<file path="config.mk">
export PLATFORM = sky130hd
export DESIGN_NAME = addr_hi_bank_dec
export DESIGN_NICKNAME = d
export VERILOG_FILES = /design/src/rtl/ahb_pkg.sv /design/src/rtl/ahb_hi_latch.sv /design/src/rtl/ahb_bank_decode.sv /design/src/rtl/addr_hi_bank_dec.sv
export SDC_FILE = /design/constraint.sdc
export NUM_CORES = 1
export LEC_CHECK = 0
export ABC_AREA = 1
export BUFFER_PORTS_ARGS = -buffer_cell sky130_fd_sc_hd__buf_2
export CAP_MARGIN = 20
export CORE_AREA = 2 2 39 41
export CTS_CLUSTER_SIZE = 14
export DETAILED_ROUTE_END_ITERATION = 6
export DIE_AREA = 0 0 41 43
export PLACE_DENSITY = 0.66
export SYNTH_ARGS = -nofsm -noshare
export SYNTH_HDL_FRONTEND = slang
export SYNTH_SLANG_ARGS = --single-unit
export TNS_END_PERCENT = 30
</file>
<file path="constraint.sdc">
create_clock -name clk -period 0.9 [get_ports clk]
set_input_delay 0.18 -clock clk [delete_from_list [all_inputs] [get_ports clk]]
set_output_delay 0.18 -clock clk [all_outputs]
set_load 0.02 [all_outputs]
</file>
<file path="src/rtl/ahb_pkg.sv">
// Package for the address-high latch and bank decoder.
// Holds the default geometry shared by the design, the checker and the bench.
// Assumes the bank field is the top SEL bits of the held byte.
package ahb_pkg;
    localparam int HI_W_DEF     = 8;   // width of the held high address byte
    localparam int SEL_BITS_DEF = 4;   // bits of the byte that pick a bank
endpackage

</file>
<file path="src/rtl/ahb_hi_latch.sv">
// High-address holding register.
// Loads the multiplexed address pins on a clock edge where the capture
// enable is high; otherwise holds. Synchronous active-low reset to zero.
// Assumes the capture enable is already synchronous to clk.
module ahb_hi_latch #(
    parameter int W = 8
) (
    input  logic         clk,
    input  logic         rst_n,
    input  logic         cap_i,
    input  logic [W-1:0] d_i,
    output logic [W-1:0] q_o
);
    // Capture or hold the high byte; reset clears it.
    always_ff @(posedge clk) begin
        if (!rst_n)
            q_o <= '0;
        else if (cap_i)
            q_o <= d_i;
    end
endmodule

</file>
<file path="src/rtl/ahb_bank_decode.sv">
// One-of-2**SEL bank decoder with a top-bit override and a global inhibit.
// The override ORs into the most significant index bit only; the inhibit
// gates every output to zero. Purely combinational.
// Assumes SEL >= 2.
module ahb_bank_decode #(
    parameter int SEL = 4,
    localparam int NB = 1 << SEL
) (
    input  logic [SEL-1:0] field_i,
    input  logic           force_msb_i,
    input  logic           inhibit_n_i,
    output logic [NB-1:0]  sel_o
);
    logic [SEL-1:0] idx;

    // Form the effective bank index with the override on its top bit.
    always_comb begin
        idx = {field_i[SEL-1] | force_msb_i, field_i[SEL-2:0]};
    end

    // One comparator per bank, each gated by the inhibit.
    for (genvar b = 0; b < NB; b++) begin : g_bank
        localparam logic [SEL-1:0] BANK_ID = SEL'(b);
        assign sel_o[b] = inhibit_n_i && (idx == BANK_ID);
    end
endmodule

</file>
<file path="src/rtl/addr_hi_bank_dec.sv">
// Address high latch and bank decoder, top level.
// Holds the high address byte captured on the high-address strobe, exports
// it, and decodes its top SEL_BITS into one-hot bank selects. A run-utility
// input forces the top decoder bit; an active-low input blanks all selects.
// Assumes all inputs are synchronous to clk.
module addr_hi_bank_dec
    import ahb_pkg::*;
#(
    parameter int HI_W     = HI_W_DEF,
    parameter int SEL_BITS = SEL_BITS_DEF,
    localparam int NBANK   = 1 << SEL_BITS
) (
    input  logic            clk,
    input  logic            rst_n,
    input  logic [HI_W-1:0] addr_pins_i,
    input  logic            hi_strobe_i,
    input  logic            util_force_i,
    input  logic            bank_inhibit_n_i,
    output logic [HI_W-1:0] addr_hi_o,
    output logic [NBANK-1:0] bank_sel_o
);
    logic [HI_W-1:0]     hi_q;
    logic [SEL_BITS-1:0] bank_field;

    ahb_hi_latch #(.W(HI_W)) u_latch (
        .clk   (clk),
        .rst_n (rst_n),
        .cap_i (hi_strobe_i),
        .d_i   (addr_pins_i),
        .q_o   (hi_q)
    );

    // Pick the bank field from the top of the held byte.
    always_comb begin
        bank_field = hi_q[HI_W-1 -: SEL_BITS];
    end

    ahb_bank_decode #(.SEL(SEL_BITS)) u_dec (
        .field_i     (bank_field),
        .force_msb_i (util_force_i),
        .inhibit_n_i (bank_inhibit_n_i),
        .sel_o       (bank_sel_o)
    );

    assign addr_hi_o = hi_q;
endmodule

</file>
* Yosys cells after proc, flatten, opt, wreduce, memory -nomap -nowiden
Index checks and enable logic that the tools add are counted. W data, S select, Z words.
Operators by class: eq/ne operators 15, bitwise operators 1, reductions and logical operators 17
Operators by type and width (number):
- $eq A4 B4 Y1 const B | 8
- $eq A4 B3 Y1 const B | 4
- $logic_and A1 B1 Y1 | 16
- $eq A4 B2 Y1 const B | 2
- $eq A4 B1 Y1 const B | 1
- $logic_not A4 Y1 | 1
- $or A1 B1 Y1 | 1
Storage, ports and cells: register bits after elaboration 8, input port bits 13

* Depth between registers and ports, before layout
Gate-level depths: netlist of the first run.
depth after elaboration 3, mapped depth 3, mapped depth without buffers 3

* Modules after synthesis
From an unflattened synthesis of the first run, not the netlist that was laid out.
Unflattened totals: cells, all modules 79, area, all modules 469.2 um2
Modules (own cells, without submodules):
- ahb_hi_latch | times used 1, cells each 51, area an instance 356.6 um2
- ahb_bank_decode | times used 1, cells each 28, area an instance 112.6 um2

* Least setup slack after synthesis of the first run
OpenSTA, ideal clock, no wires.
path kind flip-flop to output port, start register u_latch.q_o[5], end output port bank_sel_o[11], data arrival time 971 ps, required time 720 ps, slack -251 ps, stages on the path, launching flop included 3, cells stage by stage dfxtp_1 -> nand3_1 -> nor2_1
Between the ends: word-level cells in the longest chain between the ends 2
Ends and longest elaborated chain:
- from (decl) | line ahb_hi_latch.sv:12 | output logic [W-1:0] q_o
- from (signal assigned) | line ahb_hi_latch.sv:19 | q_o <= d_i;
- $eq A4 B4 Y1 | line ahb_bank_decode.sv:24 | assign sel_o[b] = inhibit_n_i && (idx == BANK_ID);
- $logic_and A1 B1 Y1 | line ahb_bank_decode.sv:24
- to (decl) | line addr_hi_bank_dec.sv:20 | output logic [NBANK-1:0] bank_sel_o
Every way passes these cells.

* Final worst setup path of the first run
start register u_latch.q_o[5], end output port bank_sel_o[12]
Same word-level chain as after synthesis.

==> results of run 1 <==
worst max-delay path by stage:
stage                           to  slack, ps            from
finish              bank_sel_o[12]       -390  u_latch.q_o[5]
global route        bank_sel_o[12]       -460  u_latch.q_o[7]
CTS                  bank_sel_o[1]       -400  u_latch.q_o[7]
detailed placement  bank_sel_o[10]       -160  u_latch.q_o[7]
global placement    bank_sel_o[10]       -150  u_latch.q_o[7]
floorplan            bank_sel_o[0]        -60  u_latch.q_o[5]
critical path, delay by kind of cell, from the launching register on:
family | cells | cell delay [ps]
AND/OR/NAND/NOR | 2 | 290
buffers and inverters | 2 | 200
flip-flops | 1 | 370
timing repair:
item	CTS	global route
endpoints found under the setup margin	24	25
pin swaps	6	7
setup buffers	2	0
gates resized for setup	42	14
area by class of cell:
type	instances	area, um2	share of cell area [%]
clock buffer	3	22.5	2.13
multi-input combinational	49	417	39.4
tap	16	20.0	1.89
sequential	8	180	17.0
timing repair buffer	42	395	37.4
inverter	4	22.5	2.13
cells in the mapped netlist, drive strengths merged:
cell type	n
dfxtp	8
inv	4
nand2	2
nand3	4
nor2	33
o21ai	10
per-layer routing:
metal  GRT usage [%]  vias to the layer above
li1                -                      288
met1            20.5                      258
met2            31.3                       28
met3            3.14                        2
met4            8.00                        0
met5               0                        -
cells by family (layout without fill, tap and decap cells):
group                  after synthesis  count (layout)  share of synthesized area, %
AO/OA/AOI/OAI                       10              10                          13.3
buffers and inverters                4              49                          3.99
flip-flops                           8               8                          42.5
AND/OR/NAND/NOR                     39              39                          40.2
through the flow:
stage | hold slack, ps | power (mW) | instance area, um2
after floorplan | 306 | 0.621 | 612
after global placement | 400 | 0.731 | 842
after detailed placement | 412 | 0.736 | 842
after CTS | 156 | 1.07 | 1020
after global routing | 154 | 1.15 | 1060
final | 158 | 1.08 | 1060
report_power, final:
part	leakage, nW	internal [mW]	switching (mW)
logic	0.345	0.182	0.216
registers	0.0701	0.380	0.0389
clock network	0.0138	0.152	0.106
==> impl_metrics.csv, run 1 <==
group,metric,value,unit
clock_tree,cts.sinks,8,
timing,final.period_utilization,143,%
drt,m1WireLength,475,um
synthesis,postSynthAreaPerCell,6.17,um2
worst_setup_path,reg2reg_setup_slack,110,ps
cells_and_area,mostFrequentLayoutCell,"sky130_fd_sc_hd__buf_6",
cells_and_area,final-instance-count-excl-fill,122,
timing,setup_total_neg_slack,-6460,ps
synthesis,postSynthCellCount,61,
cells_and_area,flip_flop_count_of_the_largest_register_after_layout,8,
global_routing,first_global_vias,509,
floorplan,die_width,41,um
cells_and_area,num-fill-cells,80,
worst_setup_path,worstPathCellList,"inv_4, nand3_4, nor2_4, buf_6",
cells_and_area,layout.core_utilization,76.4,%
drt,drt-pass1-iter-count,2,
placed_design,dp_cells,117,
synthesis,synth_cell_type_count,8,
power,power_density_over_the_cells,1020,mW/mm2
synthesis,synth_top_cells_by_area,"sky130_fd_sc_hd__dfxtp_1, sky130_fd_sc_hd__nor2_1, sky130_fd_sc_hd__o21ai_0",
timing,worst_slew_pin_slew,327,ps
synthesis,synth_top_cell_by_area,"sky130_fd_sc_hd__dfxtp_1",
floorplan,ios,37,
job,max_cap_violations,0,
drt,detailedRoute.firstIterationViolations,5,
worst_setup_path,reg2reg_from,"u_latch.q_o[6]",
power,ir_worst_vdd,0.000661,V
drt,detail_route.wirelength,1380,um
floorplan,initial_utilization,27.2,%
clock_tree,root_buffer,"sky130_fd_sc_hd__clkbuf_4",
worst_setup_path,worst_setup_path_start_kind,"flop",
drt,wl_met2,788,um
global_routing,grt_first_pass_wirelength,2170,um
global_routing,grt_overflow,0,
clock_tree,holdBufCountCts,0,
worst_setup_path,worst_path_max_delay_cell,"sky130_fd_sc_hd__dfxtp_4",
worst_setup_path,r2r.worst_path.cells,3,
clock_tree,cts_buffer_depth,2,
placed_design,dp_hpwl,1020,um
timing,min_period,1290,ps
worst_setup_path,arrival,1110,ps
worst_setup_path,worstSetupPathType,"flop to primary output",
hold_path,hold_depth,3,
timing,total_count_of_max_transition_violations_in_the_final_report,0,
hold_path,sink_of_the_worst_hold_path,"u_latch.q_o[5]",
cells_and_area,top_regs,"u_latch.q_o x8",
power,power_leakage,0.429,nW
timing,clock_skew,0,ps
global_routing,grt_start_max_net_pins,10,
run_status,failed_checks,"setup timing",
hold_path,min_path_type,"input port to flop",
hold_path,holdCritStartpoint,"addr_pins_i[5]",
worst_setup_path,r2r_end,"u_latch.q_o[6]",
worst_setup_path,timing.critical_path.slowest_cell_delay,370,ps
floorplan,die_area,0.00176,mm2
timing,slew_margin_rel,78.1,%
clock_tree,clock_tree.htree_level_count,1,
clock_tree,clock_insertion_delay_worst_skew,240,ps
worst_setup_path,worst-endpoint-required,720,ps
timing,grt_setup_unrepaired,"yes",
clock_tree,clk_transition_reported_paths,50,ps
placed_design,port-buffer-count,36,
synthesis,synth.yosys.seq_area_share,42.5,%
global_routing,number_of_antenna_violations_at_the_first_check_in_global_routing,0,
synthesis,synthesis.nets,74,
floorplan,coreArea,0.00138,mm2
cells_and_area,finalNetCount,121,
cells_and_area,area_delta_synth_final,181,%
timing,setup_viol_count_final,20,
global_routing,global_route.usage.total,18.2,%
drt,wl_per_cell,11.3,um
synthesis,synth_top_area_share,42.5,%
drt,route.top_layer_used,"met4",
cells_and_area,antenna_cells_inserted,0,
floorplan,floorplan.rows,14,
cells_and_area,top_register,"u_latch.q_o",
clock_tree,num_cts_buffers,3,
worst_setup_path,worstSetupEndpointType,"primary output",
synthesis,area_of_the_mapped_netlist,377,um2
cells_and_area,fraction_of_layout_instances_using_a_drive_strength_above_1,77.4,%
clock_tree,cts_tree,"built",
synthesis,ys.warnings.count,0,
timing,fmaxAchievable,775,MHz
placed_design,gpl.final_weighted_congestion,0.690,
placed_design,pre_cts_ws,-161,ps
timing,hold_viol_final,0,
drt,vias_per_inst,4.72,
drt,ant_nets,0,
run_status,outcome,"complete, but fails checks",
floorplan,die_height,43,um
drt,routed-wl-met3,101,um
cells_and_area,most-common-layout-cells,"sky130_fd_sc_hd__buf_6, sky130_fd_sc_hd__nor2_4, sky130_fd_sc_hd__nor2_1",
worst_setup_path,worstPathMaxFanout,4,
drt,drc,0,
synthesis,ys_ff_latch,8,
drt,route.vias.total,576,
timing,worst_slack,-390,ps
(Power assumes the default switching activity.)
==> run 2, diff against run 1 <==
- CELL_PAD_IN_SITES_DETAIL_PLACEMENT: default -> 0
- CELL_PAD_IN_SITES_GLOBAL_PLACEMENT: default -> 1
- CORE_AREA: 2 2 39 41 -> default
- CORE_ASPECT_RATIO: default -> 1.2
- CORE_MARGIN: default -> 2
- CORE_UTILIZATION: default -> 20
- DIE_AREA: 0 0 41 43 -> default
- PLACE_DENSITY: 0.66 -> default
- PLACE_DENSITY_LB_ADDON: default -> 0.1
==> run 2 against run 1 <==
The run still ends with setup timing left. Critical path depth did not move. Sequential share of layout area fell by 0.43 points. Hold slack got worse by 2.5 ps. Cell count rose by 3.3%. Routed wire length rose by 4.9%. Sequential power barely moved. Critical endpoint is now bank_sel_o[4]. Largest power group unchanged. Highest routed layer unchanged.
==> impl_metrics.csv, run 2 (synthesis gave the netlist of run 1 again) <==
group,metric,value,unit
timing,clock_skew,0,ps
cells_and_area,most-common-layout-cells,"sky130_fd_sc_hd__buf_6, sky130_fd_sc_hd__nor2_4, sky130_fd_sc_hd__nor2_1",
timing,min_period,1280,ps
cells_and_area,top_register,"u_latch.q_o",
cells_and_area,flip_flop_count_of_the_largest_register_after_layout,8,
cells_and_area,design_area,0.00108,mm2
global_routing,grt_start_max_net_pins,10,
placed_design,dp_hpwl,1110,um
global_routing,grt_first_pass_wirelength,2480,um
global_routing,first_global_vias,566,
clock_tree,num_cts_buffers,3,
run_status,failed_checks,"setup timing",
placed_design,placedInstanceArea,846,um2
cells_and_area,num-fill-cells,167,
cells_and_area,mostFrequentLayoutCell,"sky130_fd_sc_hd__buf_6",
worst_setup_path,worstPathMaxFanout,4,
hold_path,min_path_type,"input port to flop",
clock_tree,clock_insertion_delay_worst_skew,250,ps
floorplan,initial_utilization,20.8,%
timing,grt_setup_unrepaired,"yes",
drt,drc,0,
drt,drt-pass1-iter-count,3,
floorplan,ios,37,
worst_setup_path,worst_path_max_delay_cell,"sky130_fd_sc_hd__dfxtp_4",
clock_tree,cts.sinks,8,
timing,fmaxAchievable,779,MHz
timing,hold_viol_final,0,
floorplan,coreArea,0.00181,mm2
timing,setup_viol_count_final,20,
worst_setup_path,worst-endpoint-required,720,ps
drt,detail_route.wirelength,1440,um
job,max_cap_violations,0,
timing,total_count_of_max_transition_violations_in_the_final_report,0,
cells_and_area,finalNetCount,122,
power,power_leakage,0.439,nW
drt,route.vias.total,575,
placed_design,gpl.final_weighted_congestion,0.739,
worst_setup_path,worstSetupEndpointType,"primary output",
floorplan,floorplan.rows,17,
power,power_density_over_the_cells,1010,mW/mm2
placed_design,port-buffer-count,36,
worst_setup_path,path_common_cell,"sky130_fd_sc_hd__nor2_4",
clock_tree,clk_transition_reported_paths,60,ps
clock_tree,root_buffer,"sky130_fd_sc_hd__clkbuf_4",
cells_and_area,fraction_of_layout_instances_using_a_drive_strength_above_1,77.6,%
cells_and_area,top_regs,"u_latch.q_o x8",
cells_and_area,antenna_cells_inserted,0,
run_status,outcome,"complete, but fails checks",
global_routing,grt_overflow,0,
worst_setup_path,cp_num_buf_inv,1,
global_routing,global_route.usage.total,15.4,%
power,ir_worst_vdd,0.000857,V
cells_and_area,area_delta_synth_final,186,%
drt,wl_per_cell,11.5,um
cells_and_area,seq_area,179,um2
timing,worst_hold_slack,156,ps
cells_and_area,multi_input_comb_area,420,um2
floorplan,die_height,51.5,um
worst_setup_path,cp_top_family,"simple AND/OR/NAND/NOR gates",
timing,slew_margin_rel,87.2,%
timing,worst_slack,-383,ps
clock_tree,cts_buffer_depth,2,
clock_tree,clock_tree.htree_level_count,1,
global_routing,number_of_antenna_violations_at_the_first_check_in_global_routing,0,
worst_setup_path,arrival,1100,ps
clock_tree,cts_tree,"built",
worst_setup_path,worst_setup_path_start_kind,"flop",
timing,setup_total_neg_slack,-6480,ps
drt,vias_per_inst,4.56,
drt,ant_nets,0,
worst_setup_path,timing.critical_path.slowest_cell_delay,370,ps
floorplan,die_area,0.00225,mm2
timing,final.period_utilization,143,%
worst_setup_path,worstSetupPathType,"flop to primary output",
timing,worst_slew_pin_slew,192,ps
floorplan,die_width,43.6,um
worst_setup_path,worstPathCellList,"nor2_4, nand2_4, nor2_4, buf_6",
drt,detailedRoute.firstIterationViolations,5,
run 2: cell types whose count changed in the layout (fill, tap and decap cells not counted), sizes merged:
cell  previous run  this run
buf             42        43
run 2: worst paths after layout:
check | startpoint | end | slack (ps) | cells past startpoint
setup / recovery | u_latch.q_o[7] | bank_sel_o[4] | -380 | 4
setup reg to reg | u_latch.q_o[6] | u_latch.q_o[6] | 30 | 4
hold / removal | addr_pins_i[0] | u_latch.q_o[0] | 160 | 3
hold reg to reg | u_latch.q_o[1] | u_latch.q_o[1] | 500 | 2
run 2: timing repair:
item / CTS / global route
buffers inserted: 3 / 0
hold buffers: 0 / 0
setup endpoints to repair: 24 / 25
gates resized for setup: 48 / 6
pin swaps: 10 / 9
hold endpoints to repair: 0 / 0
run 2: where the power goes:
| part | total (mW) | internal, mW | leakage [nW] | switching (mW) |
|---|---|---|---|---|
| sequential | 0.416 | 0.379 | 0.0698 | 0.0368 |
| clock | 0.266 | 0.152 | 0.0138 | 0.114 |
| combinational | 0.410 | 0.189 | 0.355 | 0.221 |
| total | 1.09 | 0.720 | 0.439 | 0.372 |
run 2: per-stage QoR:
step | utilization (%) | worst slack (ps) | power, mW | std cells
2_1_floorplan | - | -60.6 | 0.621 | 61
3_3_place_gp | 46.8 | -148 | 0.735 | 120
3_5_place_dp | 46.8 | -159 | 0.740 | 120
4_1_cts | 58.6 | -402 | 1.10 | 126
5_1_grt | 59.6 | -455 | 1.17 | 126
6_report | 59.6 | -383 | 1.09 | 126
run 2: worst min-delay path: stages:
cell and delay [ps]:
sky130_fd_sc_hd__buf_2 70, sky130_fd_sc_hd__nor2_1 30, sky130_fd_sc_hd__nor2_1 80
run 2: cell type report:
| class | count | area share [%] |
|---|---|---|
| Multi-Input combinational cell | 49 | 39.0 |
| Timing Repair Buffer | 43 | 38.0 |
| Sequential cell | 8 | 16.6 |
| Tap cell | 19 | 2.21 |
| Clock buffer | 3 | 2.09 |
| Inverter | 4 | 2.09 |
run 2: metal layers:
metal	up-vias	global-route usage, %	share of wire (%)	wire, um
met1	257	13.9	31	454
li1	290	-	-	-
met3	2	2.43	6.8	98
met4	0	9.09	0.97	14
met5	-	0	0	0
met2	26	30.6	61	875
==> run 3, diff against run 2 <==
- CAP_MARGIN: 20 -> 40
- CORE_UTILIZATION: 20 -> 22
- SYNTH_HIERARCHICAL: default -> 1
==> run 3 against run 2 <==
The flow still finishes with violations (setup timing). Critical path depth stayed put. Synthesized area grew 25%. Register-to-register slack better by 130 ps. Sequential cell count unchanged.
==> impl_metrics.csv, run 3 <==
group,metric,value,unit
run_status,outcome,"complete, but fails checks",
run_status,failed_checks,"setup timing",
cells_and_area,finalNetCount,135,
clock_tree,cts.sinks,8,
timing,grt_setup_unrepaired,"yes",
synthesis,synth_top_area_share,34.1,%
cells_and_area,final-instance-count-excl-fill,140,
cells_and_area,seq_area,180,um2
synthesis,area_of_the_mapped_netlist,469,um2
job,max_cap_violations,0,
worst_setup_path,cp_num_buf_inv,1,
worst_setup_path,r2r.worst_path.cells,3,
clock_tree,root_buffer,"sky130_fd_sc_hd__clkbuf_4",
synthesis,ys.flop_type,"sky130_fd_sc_hd__dfxtp_1",
worst_setup_path,worstSetupEndpointType,"primary output",
cells_and_area,area_delta_synth_final,138,%
synthesis,synth_edf_count,0,
drt,route.vias.total,600,
floorplan,ios,37,
drt,drt-pass1-iter-count,4,
drt,detail_route.wirelength,1330,um
placed_design,dp_cells,137,
synthesis,synthesis.nets,92,
drt,ant_nets,0,
worst_setup_path,worst-endpoint-required,720,ps
placed_design,placedInstanceArea,926,um2
floorplan,die_area,0.00252,mm2
worst_setup_path,crit_path_start,"u_latch/q_o[7]",
synthesis,synth.yosys.seq_area_share,34.1,%
clock_tree,clk_transition_reported_paths,60,ps
cells_and_area,fraction_of_layout_instances_using_a_drive_strength_above_1,68.3,%
timing,setup_viol_count_final,20,
worst_setup_path,reg2reg_setup_slack,160,ps
timing,final.period_utilization,142,%
power,combinationalPowerShare,37.6,%
synthesis,yosys.cell_count.top_type,"sky130_fd_sc_hd__nor2_1",
timing,min_period,1280,ps
timing,total_count_of_max_transition_violations_in_the_final_report,0,
power,p_int,0.725,mW
placed_design,gpl.final_weighted_congestion,0.627,
cells_and_area,top_register,"u_latch/q_o",
worst_setup_path,arrival,1100,ps
power,power_leakage,0.498,nW
power,ir_worst_vdd,0.000639,V
timing,slew_margin_rel,80.5,%
worst_setup_path,worstPathMaxFanout,4,
global_routing,first_global_vias,514,
placed_design,dp_hpwl,1100,um
worst_setup_path,timing.critical_path.slowest_cell_delay,370,ps
floorplan,coreArea,0.00203,mm2
power,swShare,34.7,%
floorplan,floorplan.rows,18,
clock_tree,num_cts_buffers,3,
drt,vias_per_inst,4.29,
synthesis,synth_cell_type_count,9,
floorplan,die_width,46.2,um
global_routing,grt_start_max_net_pins,17,
timing,worst_slack,-378,ps
clock_tree,cts_tree,"built",
worst_setup_path,worst_setup_path_start_kind,"flop",
global_routing,number_of_antenna_violations_at_the_first_check_in_global_routing,0,
hold_path,min_path_type,"input port to flop",
global_routing,grt_overflow,0,
synthesis,synth-async-reset-ratio,0,%
timing,worst_slew_pin_slew,293,ps
synthesis,ys.warnings.count,6,
power,clkPwrFrac,24.7,%
clock_tree,cts_buffer_depth,2,
synthesis,synth_commonest_cells,"sky130_fd_sc_hd__nor2_1, sky130_fd_sc_hd__nand2_1, sky130_fd_sc_hd__inv_1",
synthesis,synth_top_cell_by_area,"sky130_fd_sc_hd__dfxtp_1",
placed_design,pre_cts_ws,-167,ps
cells_and_area,top_regs,"u_latch/q_o x8",
cells_and_area,num-fill-cells,201,
clock_tree,clock_tree.htree_level_count,1,
global_routing,global_route.usage.total,12.8,%
global_routing,grt_first_pass_wirelength,2240,um
cells_and_area,antenna_cells_inserted,0,
timing,worst_hold_slack,209,ps
cells_and_area,flip_flop_count_of_the_largest_register_after_layout,8,
cells_and_area,mostFrequentLayoutCell,"sky130_fd_sc_hd__buf_6",
synthesis,postSynthAreaPerCell,5.94,um2
worst_setup_path,path_common_cell,"sky130_fd_sc_hd__nor2_4",
timing,hold_viol_final,0,
floorplan,initial_utilization,23.1,%
timing,clock_skew,0,ps
worst_setup_path,cp_capture_point,"bank_sel_o[4]",
power,switching_power,0.385,mW
worst_setup_path,reg2reg_from,"u_latch/q_o[7]",
placed_design,port-buffer-count,36,
clock_tree,buffers_inserted_during_post_cts_setup_optimization,0,
drt,detailedRoute.firstIterationViolations,3,
power,power_density_over_the_cells,996,mW/mm2
cells_and_area,most-common-layout-cells,"sky130_fd_sc_hd__buf_6, sky130_fd_sc_hd__nor2_4, sky130_fd_sc_hd__nor2_1",
timing,fmaxAchievable,783,MHz
synthesis,postSynthCellCount,79,
cells_and_area,design_area,0.00111,mm2
power,pwr-share-seq,37.7,%
worst_setup_path,worstPathCellList,"nor2_4, nand2_4, nor2_4, buf_6",
worst_setup_path,worstSetupPathDepth,4,
worst_setup_path,worst_path_max_delay_cell,"sky130_fd_sc_hd__dfxtp_4",
clock_tree,clock_insertion_delay_worst_skew,250,ps
floorplan,die_height,54.6,um
synthesis,ys_ff_latch,8,
cells_and_area,multi_input_comb_area,442,um2
worst_setup_path,cp_top_family,"flip-flops",
drt,wl_per_cell,9.53,um
drt,drc,0,
worst_setup_path,worstSetupPathType,"flop to primary output",
power,total_power,1.11,mW
worst_setup_path,r2r_end,"u_latch/q_o[7]",
cells_and_area,layout.core_utilization,55.0,%
timing,setup_total_neg_slack,-6360,ps
synthesis,synth_top_cells_by_area,"sky130_fd_sc_hd__dfxtp_1, sky130_fd_sc_hd__nor2_1, sky130_fd_sc_hd__nand2_1",
## run 3: cell types whose count changed after synthesis, sizes merged
cell,change
o21ai,-8
buf,+3
nand2,+16
inv,+7
## run 3: power groups by stage
stage	sequential (mW)	combinational [mW]	clock, mW
6_report	0.419	0.418	0.274
5_1_grt	0.422	0.455	0.309
4_1_cts	0.418	0.421	0.290
3_5_place_dp	0.416	0.366	0
3_3_place_gp	0.415	0.362	0
2_1_floorplan	0.449	0.211	0
## run 3: how the worst min path moves through the flow
stage,start,endpoint,slack (ps),cells after the start
floorplan,addr_pins_i[5],u_latch/q_o[5],360,4
global placement,u_latch/q_o[3],u_latch/q_o[3],460,2
detailed placement,u_latch/q_o[0],u_latch/q_o[0],460,2
CTS,addr_pins_i[7],u_latch/q_o[7],200,5
global route,addr_pins_i[1],u_latch/q_o[1],220,5
finish,addr_pins_i[2],u_latch/q_o[2],210,5
## run 3: tightest hold or removal path, stage by stage
cell                      delay [ps]
sky130_fd_sc_hd__buf_2           100
sky130_fd_sc_hd__inv_1            40
sky130_fd_sc_hd__nand2_1          40
sky130_fd_sc_hd__nand2_1          50
sky130_fd_sc_hd__nor2_1           30
## run 3: cells by family (layout without fill, tap and decap cells)
kind of cell | after synthesis | after routing | synth area share [%]
AND/OR/NAND/NOR | 55 | 55 | 46.1
buffers and inverters | 14 | 55 | 17.6
flip-flops | 8 | 8 | 34.1
AO/OA/AOI/OAI | 2 | 2 | 2.13
## run 3: repair_timing
item                                   CTS  global route
resized for setup                       53             3
setup endpoints to repair               24            23
pin swaps                                8             3
hold buffers                             0             0
endpoints found under the hold margin    0             0
## run 3: layer usage
metal	vias up	GRT usage (%)	part of all wire, %	routed length [um]
met3	2	2.31	6.3	84
met2	28	24.1	58	768
met5	-	0	0	0
met1	254	12.7	35	470
li1	316	-	-	-
met4	0	7.14	0.75	10
## run 3: layout make-up
type                    instances  share of cell area (%)
multi-input cells              57                    39.6
repair buffers                 41                    35.6
flip-flops and latches          8                    16.2
inverters                      11                    4.38
well taps                      20                    2.24
clock buffers                   3                    2.02
